<file path="config.mk">
export PLATFORM = sky130hd
export DESIGN_NAME = strobe_guard
export DESIGN_NICKNAME = d
export VERILOG_FILES = /design/src/rtl/strobe_guard_pkg.sv /design/src/rtl/strobe_guard_sync.sv /design/src/rtl/strobe_guard_holdoff.sv /design/src/rtl/strobe_guard_qual.sv /design/src/rtl/strobe_guard.sv
export SDC_FILE = /design/constraint.sdc
export NUM_CORES = 1
export LEC_CHECK = 0
export ABC_AREA = 1
export BUFFER_PORTS_ARGS = -buffer_cell sky130_fd_sc_hd__buf_2
export CORE_MARGIN = 5
export CORE_UTILIZATION = 50
export CTS_BUF_LIST = sky130_fd_sc_hd__clkbuf_8
export DETAILED_ROUTE_END_ITERATION = 6
export GPL_ROUTABILITY_DRIVEN = 1
export PLACE_DENSITY = 0.75
export SETUP_SLACK_MARGIN = 0.2
export SYNTH_ARGS = -nofsm -noshare
export SYNTH_HDL_FRONTEND = slang
export SYNTH_SLANG_ARGS = --single-unit
</file>
<file path="constraint.sdc">
create_clock -name clk_i -period 1.8 [get_ports clk_i]
set_clock_uncertainty 0.15 [all_clocks]
set_input_delay 0 -clock clk_i [delete_from_list [all_inputs] [get_ports clk_i]]
set_output_delay 0 -clock clk_i [all_outputs]
set_load 0.03 [all_outputs]
</file>
<file path="src/rtl/strobe_guard_pkg.sv">
package strobe_guard_pkg;
  localparam int unsigned ADDR_W_DEF  = 13;
  localparam int unsigned DATA_W_DEF  = 8;
  localparam int unsigned MIN_LOW_DEF = 3;         // 15 ns at 200 MHz
  localparam int unsigned HOLD_DEF    = 1_000_000; // 5 ms at 200 MHz
  localparam int unsigned SYNC_DEF    = 2;

  typedef struct packed {
    logic ce_n;
    logic oe_n;
    logic we_n;
    logic pwr_ok;
  } ctrl_t;

  localparam ctrl_t CTRL_IDLE = '{ce_n: 1'b1, oe_n: 1'b1, we_n: 1'b1, pwr_ok: 1'b0};
endpackage

</file>
<file path="src/rtl/strobe_guard_sync.sv">
module strobe_guard_sync #(
  parameter int unsigned     W       = 4,
  parameter int unsigned     STAGES  = 2,
  parameter logic [W-1:0]    RST_VAL = '0
) (
  input  logic         clk_i,
  input  logic         rst_ni,
  input  logic [W-1:0] d_i,
  output logic [W-1:0] q_o
);
  logic [STAGES-1:0][W-1:0] stg_q;

  always_ff @(posedge clk_i or negedge rst_ni) begin
    if (!rst_ni) begin
      for (int s = 0; s < STAGES; s++) stg_q[s] <= RST_VAL;
    end else begin
      stg_q[0] <= d_i;
      for (int s = 1; s < STAGES; s++) stg_q[s] <= stg_q[s-1];
    end
  end

  assign q_o = stg_q[STAGES-1];
endmodule

</file>
<file path="src/rtl/strobe_guard_holdoff.sv">
module strobe_guard_holdoff #(
  parameter int unsigned HOLD_CYC = 1_000_000
) (
  input  logic clk_i,
  input  logic rst_ni,
  input  logic pwr_ok_i,
  output logic wr_en_o
);
  localparam int unsigned CW = $clog2(HOLD_CYC + 1);
  localparam logic [CW-1:0] LIMIT = CW'(HOLD_CYC);

  logic [CW-1:0] cnt_q;

  always_ff @(posedge clk_i or negedge rst_ni) begin
    if (!rst_ni)            cnt_q <= '0;
    else if (!pwr_ok_i)     cnt_q <= '0;
    else if (cnt_q < LIMIT) cnt_q <= cnt_q + 1'b1;
  end

  assign wr_en_o = pwr_ok_i && (cnt_q == LIMIT);

  // a supply drop removes write permission and restarts the wait
  a_r9_drop_restarts: assert property (@(posedge clk_i) disable iff (!rst_ni)
    $fell(pwr_ok_i) |=> !wr_en_o);
  a_r8_needs_supply: assert property (@(posedge clk_i) disable iff (!rst_ni)
    $rose(wr_en_o) |-> $past(pwr_ok_i));
endmodule

</file>
<file path="src/rtl/strobe_guard_qual.sv">
module strobe_guard_qual #(
  parameter int unsigned ADDR_W  = 13,
  parameter int unsigned DATA_W  = 8,
  parameter int unsigned MIN_LOW = 3
) (
  input  logic              clk_i,
  input  logic              rst_ni,
  input  logic              ce_n_i,
  input  logic              oe_n_i,
  input  logic              we_n_i,
  input  logic              wr_en_i,
  input  logic [ADDR_W-1:0] addr_i,
  input  logic [DATA_W-1:0] data_i,
  output logic              wr_pulse_o,
  output logic [ADDR_W-1:0] wr_addr_o,
  output logic [DATA_W-1:0] wr_data_o
);
  localparam int unsigned CW = $clog2(MIN_LOW + 1);
  localparam logic [CW-1:0] MIN_CNT = CW'(MIN_LOW);

  logic              strobe, strobe_q, bad_q, end_ok;
  logic [CW-1:0]     cnt_q;
  logic [ADDR_W-1:0] addr_q;
  logic [DATA_W-1:0] data_q;

  assign strobe = !ce_n_i && !we_n_i;
  assign end_ok = strobe_q && !strobe && (cnt_q >= MIN_CNT) && !bad_q;

  always_ff @(posedge clk_i or negedge rst_ni) begin
    if (!rst_ni) begin
      strobe_q <= 1'b0;
      bad_q    <= 1'b0;
      cnt_q    <= '0;
      addr_q   <= '0;
      data_q   <= '0;
    end else begin
      strobe_q <= strobe;
      if (strobe && !strobe_q) begin
        // later falling edge: capture address, start width count
        addr_q <= addr_i;
        cnt_q  <= CW'(1);
        bad_q  <= !oe_n_i || !wr_en_i;
      end else if (strobe) begin
        if (cnt_q < MIN_CNT) cnt_q <= cnt_q + 1'b1;
        if (!oe_n_i || !wr_en_i) bad_q <= 1'b1;
      end
      // keeps tracking until the first rising edge
      if (strobe) data_q <= data_i;
    end
  end

  always_ff @(posedge clk_i or negedge rst_ni) begin
    if (!rst_ni) begin
      wr_pulse_o <= 1'b0;
      wr_addr_o  <= '0;
      wr_data_o  <= '0;
    end else begin
      wr_pulse_o <= end_ok;
      if (end_ok) begin
        wr_addr_o <= addr_q;
        wr_data_o <= data_q;
      end
    end
  end

  a_r10_single_pulse: assert property (@(posedge clk_i) disable iff (!rst_ni)
    wr_pulse_o |=> !wr_pulse_o);
  a_r10_hold_outputs: assert property (@(posedge clk_i) disable iff (!rst_ni)
    !wr_pulse_o |-> ($stable(wr_addr_o) && $stable(wr_data_o)));
  a_r7_min_width: assert property (@(posedge clk_i) disable iff (!rst_ni)
    wr_pulse_o |-> ($past(cnt_q) >= MIN_CNT));
  a_r6_strobe_ended: assert property (@(posedge clk_i) disable iff (!rst_ni)
    wr_pulse_o |-> !$past(strobe));
endmodule

</file>
<file path="src/rtl/strobe_guard.sv">
module strobe_guard
  import strobe_guard_pkg::*;
#(
  parameter int unsigned ADDR_W      = ADDR_W_DEF,
  parameter int unsigned DATA_W      = DATA_W_DEF,
  parameter int unsigned MIN_LOW     = MIN_LOW_DEF,
  parameter int unsigned HOLD_CYC    = HOLD_DEF,
  parameter int unsigned SYNC_STAGES = SYNC_DEF
) (
  input  logic              clk_i,
  input  logic              rst_ni,
  input  logic              ce_ni,
  input  logic              oe_ni,
  input  logic              we_ni,
  input  logic [ADDR_W-1:0] addr_i,
  input  logic [DATA_W-1:0] data_i,
  input  logic              supply_ok_i,
  output logic              wr_pulse_o,
  output logic [ADDR_W-1:0] wr_addr_o,
  output logic [DATA_W-1:0] wr_data_o,
  output logic              rd_drive_o
);
  localparam int unsigned BUS_W = ADDR_W + DATA_W;

  ctrl_t             ctrl_raw, ctrl_s;
  logic [BUS_W-1:0]  bus_s;
  logic              wr_en;

  assign ctrl_raw = '{ce_n: ce_ni, oe_n: oe_ni, we_n: we_ni, pwr_ok: supply_ok_i};

  strobe_guard_sync #(.W($bits(ctrl_t)), .STAGES(SYNC_STAGES), .RST_VAL(CTRL_IDLE)) u_ctrl_sync (
    .clk_i, .rst_ni, .d_i(ctrl_raw), .q_o(ctrl_s)
  );

  // bus delayed by the same depth so it lines up with the strobes
  strobe_guard_sync #(.W(BUS_W), .STAGES(SYNC_STAGES), .RST_VAL('0)) u_bus_sync (
    .clk_i, .rst_ni, .d_i({addr_i, data_i}), .q_o(bus_s)
  );

  strobe_guard_holdoff #(.HOLD_CYC(HOLD_CYC)) u_holdoff (
    .clk_i, .rst_ni, .pwr_ok_i(ctrl_s.pwr_ok), .wr_en_o(wr_en)
  );

  strobe_guard_qual #(.ADDR_W(ADDR_W), .DATA_W(DATA_W), .MIN_LOW(MIN_LOW)) u_qual (
    .clk_i, .rst_ni,
    .ce_n_i(ctrl_s.ce_n), .oe_n_i(ctrl_s.oe_n), .we_n_i(ctrl_s.we_n),
    .wr_en_i(wr_en),
    .addr_i(bus_s[BUS_W-1:DATA_W]), .data_i(bus_s[DATA_W-1:0]),
    .wr_pulse_o, .wr_addr_o, .wr_data_o
  );

  assign rd_drive_o = !ce_ni && !oe_ni && we_ni;
endmodule

</file>
## Word level (Yosys, flattened, before mapping)

Cells that the tools add are included.
W data, S select, Z words.

| word-level totals | value |
|---|---|
| bits in registers | 117 |
| input port bits | 27 |

| operators by class | value |
|---|---|
| equality and inequality tests | 2 |
| multiplexer cells | 8 |
| reductions and logical operators | 23 |
| add/sub/neg operators | 2 |
| magnitude comparators | 3 |

Operators by type and width:

| cell | count |
|---|---|
| $mux W20 | 2 |
| $add A20 B1 Y20 const B | 1 |
| $eq A20 B20 Y1 const B | 1 |
| $lt A20 B20 Y1 const B | 1 |
| $logic_not A1 Y1 | 9 |
| $logic_and A1 B1 Y1 | 8 |
| $mux W2 | 3 |
| $reduce_bool A2 Y1 | 3 |
| $reduce_and A2 Y1 | 2 |
| $mux W1 | 3 |
| $add A2 B1 Y2 const B | 1 |
| $ge A2 B2 Y1 const B | 1 |
| $lt A2 B2 Y1 const B | 1 |
| $ne A2 B1 Y1 const B | 1 |
| $logic_or A1 B1 Y1 | 1 |

## Logic depth before layout (Yosys ltp)

Gate-level depths: netlist (run 1).

| depth | value |
|---|---|
| depth after elaboration | 7 |
| depth in mapped cells | 10 |
| depth with buffers taken out | 9 |

## Hierarchy

From an unflattened synthesis (run 1), not the netlist that was laid out.

| second synthesis, totals | value |
|---|---|
| cells, all modules | 499 |
| area total of the unflattened synthesis | 4762.1 µm² |

Modules (own cells, without submodules):

| module | area each (µm²) | cells each | times used |
|---|---|---|---|
| strobe_guard_qual | 1904.3 | 207 | 1 |
| strobe_guard_holdoff | 1397.6 | 214 | 1 |
| strobe_guard_sync (u_bus_sync) | 1208.7 | 63 | 1 |
| strobe_guard_sync (u_ctrl_sync) | 237.7 | 12 | 1 |
| strobe_guard | 13.8 | 3 | 1 |

## Least setup slack after synthesis (run 1)

No wires, ideal clock.

| path | value |
|---|---|
| path type | register -> register |
| start | register u_holdoff.cnt_q[0] |
| end | register u_holdoff.cnt_q[14] |
| arrival time | 1.318 ns |
| slack | 0.200 ns |
| library setup time | 0.132 ns |
| data required time | 1.518 ns |
| path buffers | 0 |
| stages on the path, launching flop included | 9 |
| period minus slack after synthesis | 1.600 ns |
| cell sequence | dfrtp_1 -> ha_1 -> nand2_1 -> nor2_1 -> nand3_1 -> nor2_1 -> nand3_1 -> nand2_1 -> nor2_1 |

| between the ends | value |
|---|---|
| word-level cells in the longest chain between the ends | 3 |
| elaborated cells between the ends (all ways) | 5 |
| those cells by class | add/sub: 1; order compare: 1; eq/ne: 1; mux: 2 |

RTL lines:

| item | line | text |
|---|---|---|
| start: declaration | strobe_guard_holdoff.sv:12 | `logic [CW-1:0] cnt_q;` |
| start signal: assignment | strobe_guard_holdoff.sv:17 | `else if (cnt_q < LIMIT) cnt_q <= cnt_q + 1'b1;` |
| $add A20 B1 Y20 | strobe_guard_holdoff.sv:17 |  |
| $mux W20 | strobe_guard_holdoff.sv:17 |  |
| $mux W20 | strobe_guard_holdoff.sv:16 | `else if (!pwr_ok_i) cnt_q <= '0;` |

Parallel ways exist; a longest one is shown, timed or not. The select of a mux whose other input is x is not followed.
A chain may end at the register's enable or synchronous reset.

## Worst setup path in the final report (run 1)

| path | value |
|---|---|
| start | register u_holdoff.cnt_q[9] |
| end | register u_holdoff.cnt_q[6] |

| between the ends | value |
|---|---|
| word-level cells in the longest chain between the ends | 2 |

RTL lines:

| item | line |
|---|---|
| $lt A20 B20 Y1 | strobe_guard_holdoff.sv:17 |
| $ne A2 B1 Y1 (no source line) | - |

Every way passes these cells.

==> impl_results.rst, run 1 <==
.. list-table::
   :header-rows: 1

   * - Metric
     - Value
   * - Cell type with the highest aggregate area in the netlist
     - sky130_fd_sc_hd__dfrtp_1
   * - Number of placement rows
     - 34
   * - Distinct cells, synth
     - 25
   * - Number of buffers on the longest clock path
     - 2
   * - Setup repair after global routing missed its margin
     - yes
   * - Time the worst path needs with I/O delays and setup
     - 1670 ps
   * - Initial antenna violation count
     - 0
   * - Count of warnings emitted by yosys
     - 0
   * - Pins over their slew limit
     - 0
   * - Number of routed nets with antenna violations
     - 0
   * - Maximum fanout along the worst path
     - 18
   * - Summed instance area of the synthesized netlist
     - 4480 µm²
   * - Number of synthesized flops with an enable pin
     - 0
   * - Maximum number of pins on one net before global-route repair
     - 43
   * - Core utilization of the finished layout
     - around 69%
   * - Area Growth Syn to Fin
     - 34.9%
   * - 1st-pass router iterations
     - 5
   * - Clock transition at the register clock pins on the worst setup and hold paths after CTS
     - 80 ps
   * - CTS tree
     - yes
   * - Actual transition at the worst max-transition pin
     - 476 ps
   * - Post-synth top area share
     - roughly 62%
   * - Fin. Hold Viols
     - 0
   * - Final clock period utilization by the worst path
     - slightly above 90%
   * - IO Count
     - 50
   * - Total Wirelength
     - 10.8 mm
   * - Met3 usage in global routing
     - under 10%
   * - Floorplan die area
     - ~11000 µm²
   * - Clock latency of the later-clocked register in the worst-skew pair
     - about 430 ps
   * - Outcome
     - completed
   * - Post-DR vias/cell
     - approximately 5.1
   * - Proportion of synthesized chip area in sequential cells
     - about two thirds
   * - WP data arrival
     - about 1800 ps
   * - Initial Utilization
     - approximately half
   * - Primary FF master, synth
     - sky130_fd_sc_hd__dfrtp_1
   * - GRT busiest layer
     - met2
   * - Cell types with the largest area share after synthesis
     - sky130_fd_sc_hd__dfrtp_1, sky130_fd_sc_hd__nand2_1, sky130_fd_sc_hd__nor2_1, sky130_fd_sc_hd__o21ai_0, sky130_fd_sc_hd__inv_1
   * - Type of element capturing the critical path
     - flip-flop
   * - Lkg Pwr
     - roughly 3.0 nW
   * - Residual DRC count
     - 0
   * - Global route total overflow
     - 0
   * - Mean instance size in the synthesized netlist
     - around 9.8 µm²
   * - Most common cell in the synthesized netlist
     - sky130_fd_sc_hd__nand2_1
   * - Total of buffers placed on input and output ports
     - 49
   * - Core box area
     - approximately 8700 µm²
   * - Final-stage net count
     - approximately 600
   * - Vertical die dimension
     - around 100 µm
   * - Cell at the root of the clock tree
     - sky130_fd_sc_hd__clkbuf_8
   * - Hpwl dp
     - roughly 6 mm
   * - Met1 track demand over resource
     - between 20% and 30%
   * - Gate Count Post-Synth
     - approximately 460
   * - Via count of the routed design
     - 3529
   * - Tightest slew margin relative to the limit
     - 68.3%
   * - GRT Resource Usage Total
     - 18.3%
   * - Number of DRC violations after detailed-routing iteration 0
     - roughly 270
   * - Data required time at the worst endpoint
     - 1950 ps
   * - Maximum ir drop on the vdd rail
     - about 0.47 mV
   * - Power per cell area
     - around 1200 nW/µm²
   * - Deepest level of the CTS H-tree
     - 4
   * - Number of buffers inserted during clock tree synthesis
     - 17
   * - Vias in the first global route
     - 3469
   * - Worst setup path class
     - flip-flop to flip-flop
   * - Yosys reg bits
     - ~120
   * - First-pass GRT wire length
     - 16.1 mm
   * - Met2 demand-to-capacity share in global routing
     - just over 30%
   * - DIE WIDTH
     - between 100 and 150 µm
   * - Tightest Hold Check Type
     - primary input to flip-flop
   * - Syn nets
     - roughly 490
   * - Minimum setup slack after placement
     - just over 80 ps
   * - Final Setup Violations
     - 0
   * - Routability cong.
     - between 0.9 and 1
   * - Setup TNS after final layout
     - 0 ps
   * - Most numerous cell types in the synthesized netlist
     - sky130_fd_sc_hd__nand2_1, sky130_fd_sc_hd__dfrtp_1, sky130_fd_sc_hd__nor2_1
   * - Async set or reset register ratio after synthesis
     - 100%
   * - Wire per inst
     - around 16 µm
   * - Total of max-cap violations
     - 0
   * - Achievable clock frequency
     - approximately 600 MHz
   * - Worst Setup Slack, final
     - approximately 130 ps
   * - Share of layout cells above drive strength 1
     - between 30% and 40%
   * - Antenna diode instance count
     - 0
   * - CTS sink count
     - about 120
   * - Sort of element at the start of the critical path
     - flip-flop
sequential cells by signal (all words and copies together) (netlist names):
signal / flops
u_qual.wr_data_o: 8
u_qual.data_q: 8
u_holdoff.cnt_q: 20
u_qual.addr_q: 13
u_ctrl_sync.q_o: 4
u_qual.strobe_q: 1
u_qual.wr_addr_o: 13
u_bus_sync.stg_q: 21
u_qual.cnt_q: 2
u_qual.bad_q: 1
u_qual.wr_pulse_o: 1
u_bus_sync.q_o: 21
u_ctrl_sync.stg_q: 4
critical path, cell delays in order, from the launching register on:
cell and delay (ps):
sky130_fd_sc_hd__dfrtp_2 420, sky130_fd_sc_hd__inv_1 80, sky130_fd_sc_hd__nor2_2 140, sky130_fd_sc_hd__nand2_1 70, sky130_fd_sc_hd__nand2_1 130, sky130_fd_sc_hd__nand2_4 100
sky130_fd_sc_hd__nand2_8 120, sky130_fd_sc_hd__nand2_8 110, sky130_fd_sc_hd__nand2_1 130, sky130_fd_sc_hd__nand2_1 80
layout by cell type (no fill, tap or decap), drive strengths merged:
master / n
buf: 81
nor3b: 1
nand2: 118
bufinv: 2
clkbuf: 20
dfstp: 6
nor4: 1
o21ai: 37
dfrtp: 111
inv: 50
nand4: 7
clkinvlp: 2
dlygate4sd3: 27
nand3: 31
xnor2: 1
xor2: 6
mux2: 1
ha: 3
a21oi: 13
o21bai: 2
nor2: 59
clkinv: 5
what timing repair did:
action | 4_1_cts | 5_1_grt
hold endpoints to repair | 136 | 0
gates cloned | 0 | 6
setup endpoints to repair | 37 | 58
buffers inserted | 3 | 14
pin swaps | 1 | 9
hold buffers | 27 | 0
gates resized for setup | 7 | 66
cells by family (layout without fill, tap and decap cells):
| kind of cell | after synthesis | in the layout | synth area share [%] |
|---|---|---|---|
| and+or+nand+nor | 217 | 217 | 20.5 |
| DFF | 117 | 117 | 65.6 |
| buffers and inverters | 59 | 187 | 5.51 |
| AOI/OAI and AO/OA | 52 | 52 | 5.92 |
| xor gates and xnor gates | 7 | 7 | 1.37 |
| adders and majority gates | 3 | 3 | 0.839 |
| muxes | 1 | 1 | 0.252 |
through the flow:
| step | power, mW | hold slack (ps) | area [µm²] | cells |
|---|---|---|---|---|
| 2_1_floorplan | 3.97 | -446 | 4480 | 456 |
| 3_3_place_gp | 4.38 | -171 | 4910 | 610 |
| 3_5_place_dp | 4.43 | -169 | 4910 | 610 |
| 4_1_cts | 6.92 | 43.8 | 5650 | 672 |
| 5_1_grt | 7.32 | 41.0 | 6040 | 692 |
| 6_report | 6.97 | 63.2 | 6040 | 692 |
power by group:
group | leakage [nW] | switching, mW | internal (mW)
Sequential | 1.41 | 0.190 | 3.01
Clock | 0.203 | 1.19 | 1.27
Combinational | 1.35 | 0.881 | 0.432
Total | 2.97 | 2.26 | 4.71
final cells by class:
| cell class | instances | area, µm² |
|---|---|---|
| clock buffer | 17 | 234 |
| tap | 108 | 135 |
| fill | 627 | 2680 |
| inverter | 44 | 168 |
| multi-input combinational | 280 | 1480 |
| sequential | 117 | 2950 |
| clock inverter | 15 | 171 |
| timing repair buffer | 111 | 905 |
metal layers:
layer	vias up	part of all wire, %
li1	1677	-
met1	1726	39
met2	102	54
met3	24	4.9
met4	0	2.0
met5	-	0
path summary, 6_finish.rpt:
kind,to,slack [ps],start,depth (start not counted)
min in group asynchronous,u_qual.wr_data_o[4],450,rst_ni,3
hold / removal,u_ctrl_sync.stg_q[0],60,supply_ok_i,2
max in group asynchronous,u_ctrl_sync.q_o[2],390,rst_ni,4
hold reg to reg,u_bus_sync.q_o[14],190,u_bus_sync.stg_q[14],0
setup reg to reg,u_holdoff.cnt_q[6],130,u_holdoff.cnt_q[9],9
setup / recovery,u_holdoff.cnt_q[6],130,u_holdoff.cnt_q[9],9
Note: power is estimated with default switching activity, not from simulation.
==> inputs of run 2 (changes only) <==
Clock period 1.8 ns to 1.6 ns, I/O delays scaled along.
==> impl_results.rst, run 2 (synthesis results as in run 1) <==
.. list-table::
   :header-rows: 1

   * - Metric
     - Value
   * - Data required time at the worst endpoint
     - 1770 ps (-180 ps)
   * - Vertical die dimension
     - 105 µm (unchanged)
   * - IO Count
     - 50 (unchanged)
   * - Time the worst path needs with I/O delays and setup
     - 1590 ps (-73.0 ps)
   * - Area Growth Syn to Fin
     - 49.5%
   * - Area of combinational cells with multiple inputs
     - 1860 µm² (+26%)
   * - Core utilization of the finished layout
     - 76.7% (+7.5 points)
   * - Sort of element at the start of the critical path
     - flip-flop
   * - Worst setup path class
     - flip-flop to flip-flop
   * - Most frequent cells in the layout
     - sky130_fd_sc_hd__dfrtp_1, sky130_fd_sc_hd__nand2_1, sky130_fd_sc_hd__buf_2
   * - CTS tree
     - yes
   * - WP data arrival
     - 1760 ps (-50 ps)
   * - Total of buffers placed on input and output ports
     - 49 (unchanged)
   * - Hold path endpoint
     - u_bus_sync.stg_q[11]
   * - Final Setup Violations
     - 0 (unchanged)
   * - Pins over their slew limit
     - 0 (unchanged)
   * - Core box area
     - 8720 µm² (unchanged)
   * - Cell at the root of the clock tree
     - sky130_fd_sc_hd__clkbuf_8
   * - Total Wirelength
     - 12.1 mm (+12%)
   * - Via count of the routed design
     - 3792 (+7.5%)
   * - Number of buffers on the longest clock path
     - 2 (unchanged)
   * - Reg-to-Reg End
     - u_holdoff.cnt_q[10]
   * - Outcome
     - completed
   * - FF-to-FF path depth
     - 9 (unchanged)
   * - Final clock period utilization by the worst path
     - 99.7% (+7.0 points)
   * - Worst Setup Slack, final
     - 5.49 ps (-127 ps)
   * - Initial antenna violation count
     - 0 (unchanged)
   * - Vias in the first global route
     - 3809 (+9.8%)
   * - Wire per inst
     - 16.8 µm (+7.7%)
   * - Number of buffers inserted during clock tree synthesis
     - 17 (unchanged)
   * - Cells along the critical path
     - nor2_4 -> nand2_2 -> inv_2 -> nand2_2 -> nand2_4 -> nand2_8 -> clkbuf_16 -> nand3_2 -> nand2_1
   * - Fin. Hold Viols
     - 0 (unchanged)
   * - Critical path startpoint
     - u_holdoff.cnt_q[10]
   * - DIE WIDTH
     - 105 µm (unchanged)
   * - Post-DR vias/cell
     - 5.27 (+3.3%)
   * - Number of DRC violations after detailed-routing iteration 0
     - 282 (+6.4%)
   * - CTS sink count
     - 117 (unchanged)
   * - Count of placed standard cells including taps
     - 623 (+2.1%)
   * - Type of element capturing the critical path
     - flip-flop
   * - Total of max-cap violations
     - 0 (unchanged)
   * - Hpwl dp
     - 6.32 mm (+7.4%)
   * - Number of fill cells
     - 480 (-23%)
   * - First-pass GRT wire length
     - 18.3 mm (+14%)
   * - Tightest Hold Check Type
     - primary input to flip-flop
   * - Minimum setup slack after placement
     - 14.8 ps (-67.1 ps)
   * - Worst hold start
     - addr_i[3]
   * - Residual DRC count
     - 0 (unchanged)
   * - GRT Resource Usage Total
     - 20.8% (+2.5 points)
   * - Lkg Pwr
     - 3.15 nW (+6.1%)
   * - Cell type with the highest occurrence count on the critical path
     - sky130_fd_sc_hd__nand2_2
   * - Setup slack on the worst flop-to-flop path
     - 5 ps (-130 ps)
   * - Number of routed nets with antenna violations
     - 0 (unchanged)
   * - Initial Utilization
     - 51.3% (unchanged)
   * - Global route total overflow
     - 0 (unchanged)
   * - Hold path depth
     - 2 (unchanged)
   * - Share of layout cells above drive strength 1
     - 46.2% (+16 points)
   * - Maximum ir drop on the vdd rail
     - 0.619 mV (+31%)
   * - Setup repair after global routing missed its margin
     - yes
   * - Clock transition at the register clock pins on the worst setup and hold paths after CTS
     - 80 ps (about the same)
   * - Slowest library cell on the worst path
     - sky130_fd_sc_hd__dfrtp_2
   * - Actual transition at the worst max-transition pin
     - 336 ps (-139 ps)
   * - Number of cells in the finished layout apart from fillers
     - 720 (+4.0%)
   * - Antenna diode instance count
     - 0 (unchanged)
   * - Most common cell after layout, fill and taps aside
     - sky130_fd_sc_hd__dfrtp_1
   * - Critical register-to-register path startpoint
     - u_holdoff.cnt_q[10]
   * - Floorplan die area
     - 10900 µm² (unchanged)
   * - Deepest level of the CTS H-tree
     - 4 (unchanged)
   * - Power per cell area
     - 1250 nW/µm² (+8.3%)
   * - Routability cong.
     - 0.916 (-1.4%)
   * - Final-stage net count
     - 629 (+4.7%)
   * - Maximum number of pins on one net before global-route repair
     - 42 (-2.3%)
   * - Flip-flop and latch area
     - 2960 µm² (+0.21%)
   * - Maximum fanout along the worst path
     - 7 (-11)
   * - Achievable clock frequency
     - 627 MHz (+4.6%)
   * - 1st-pass router iterations
     - 5 (unchanged)
   * - Largest stage delay on the critical path
     - 460 ps (+40 ps)
   * - Tightest slew margin relative to the limit
     - 77.6% (+9.3 points)
   * - Number of placement rows
     - 34 (unchanged)
   * - Clock latency of the later-clocked register in the worst-skew pair
     - 420 ps (about the same)
==> run 2: how the worst max path moves through the flow <==
stage,to,cells after the start
finish,u_holdoff.cnt_q[10],9
global route,u_holdoff.cnt_q[10],9
CTS,u_holdoff.cnt_q[1],9
detailed placement,u_holdoff.cnt_q[3],8
global placement,u_holdoff.cnt_q[5],8
floorplan,u_holdoff.cnt_q[8],10
==> run 2: through the flow <==
step	instance area (µm²)	hold WS [ps]	total power, mW	TNS, ps
after global routing	6690	47.2	8.75	-311
after detailed placement	5030	-167	5.00	0
after global placement	5030	-178	4.93	0
after CTS	6070	30.4	8.01	0
final	6690	66.6	8.36	0
after floorplan	4520	-446	4.48	0
==> run 2: timing repair <==
action                                  in CTS  in global routing
hold buffers                                27                  0
endpoints found under the hold margin      142                  0
cloned                                       6                  3
pin swaps                                   14                 38
buffers inserted                            17                 12
resized for setup                           54                154
endpoints found under the setup margin      47                131
==> run 2: cell type report <==
class,instances,area share (%)
Timing Repair Buffer,136,17.0
Clock buffer,17,3.50
Sequential cell,117,44.2
Inverter,44,2.66
Multi-Input combinational cell,283,27.8
Clock inverter,15,2.86
Tap cell,108,2.02
==> run 2: critical path: cells and delay by family (launching register included) <==
kind / cells / cell delay (ps)
flip-flops: 1 / 460
buffers and inverters: 2 / 240
AND/OR/NAND/NOR: 7 / 620
==> run 2: layer usage <==
| layer | share of wire [%] | global-route usage, % |
|---|---|---|
| met2 | 52 | 35.7 |
| met5 | 0 | 0 |
| met1 | 37 | 24.9 |
| met3 | 5.7 | 5.55 |
| met4 | 4.4 | 8.22 |
==> run 2: report_power, final <==
| part | total (mW) | switching [mW] | internal [mW] |
|---|---|---|---|
| Combinational | 1.75 | 1.10 | 0.649 |
| Sequential | 3.73 | 0.340 | 3.39 |
| Clock | 2.88 | 1.30 | 1.58 |
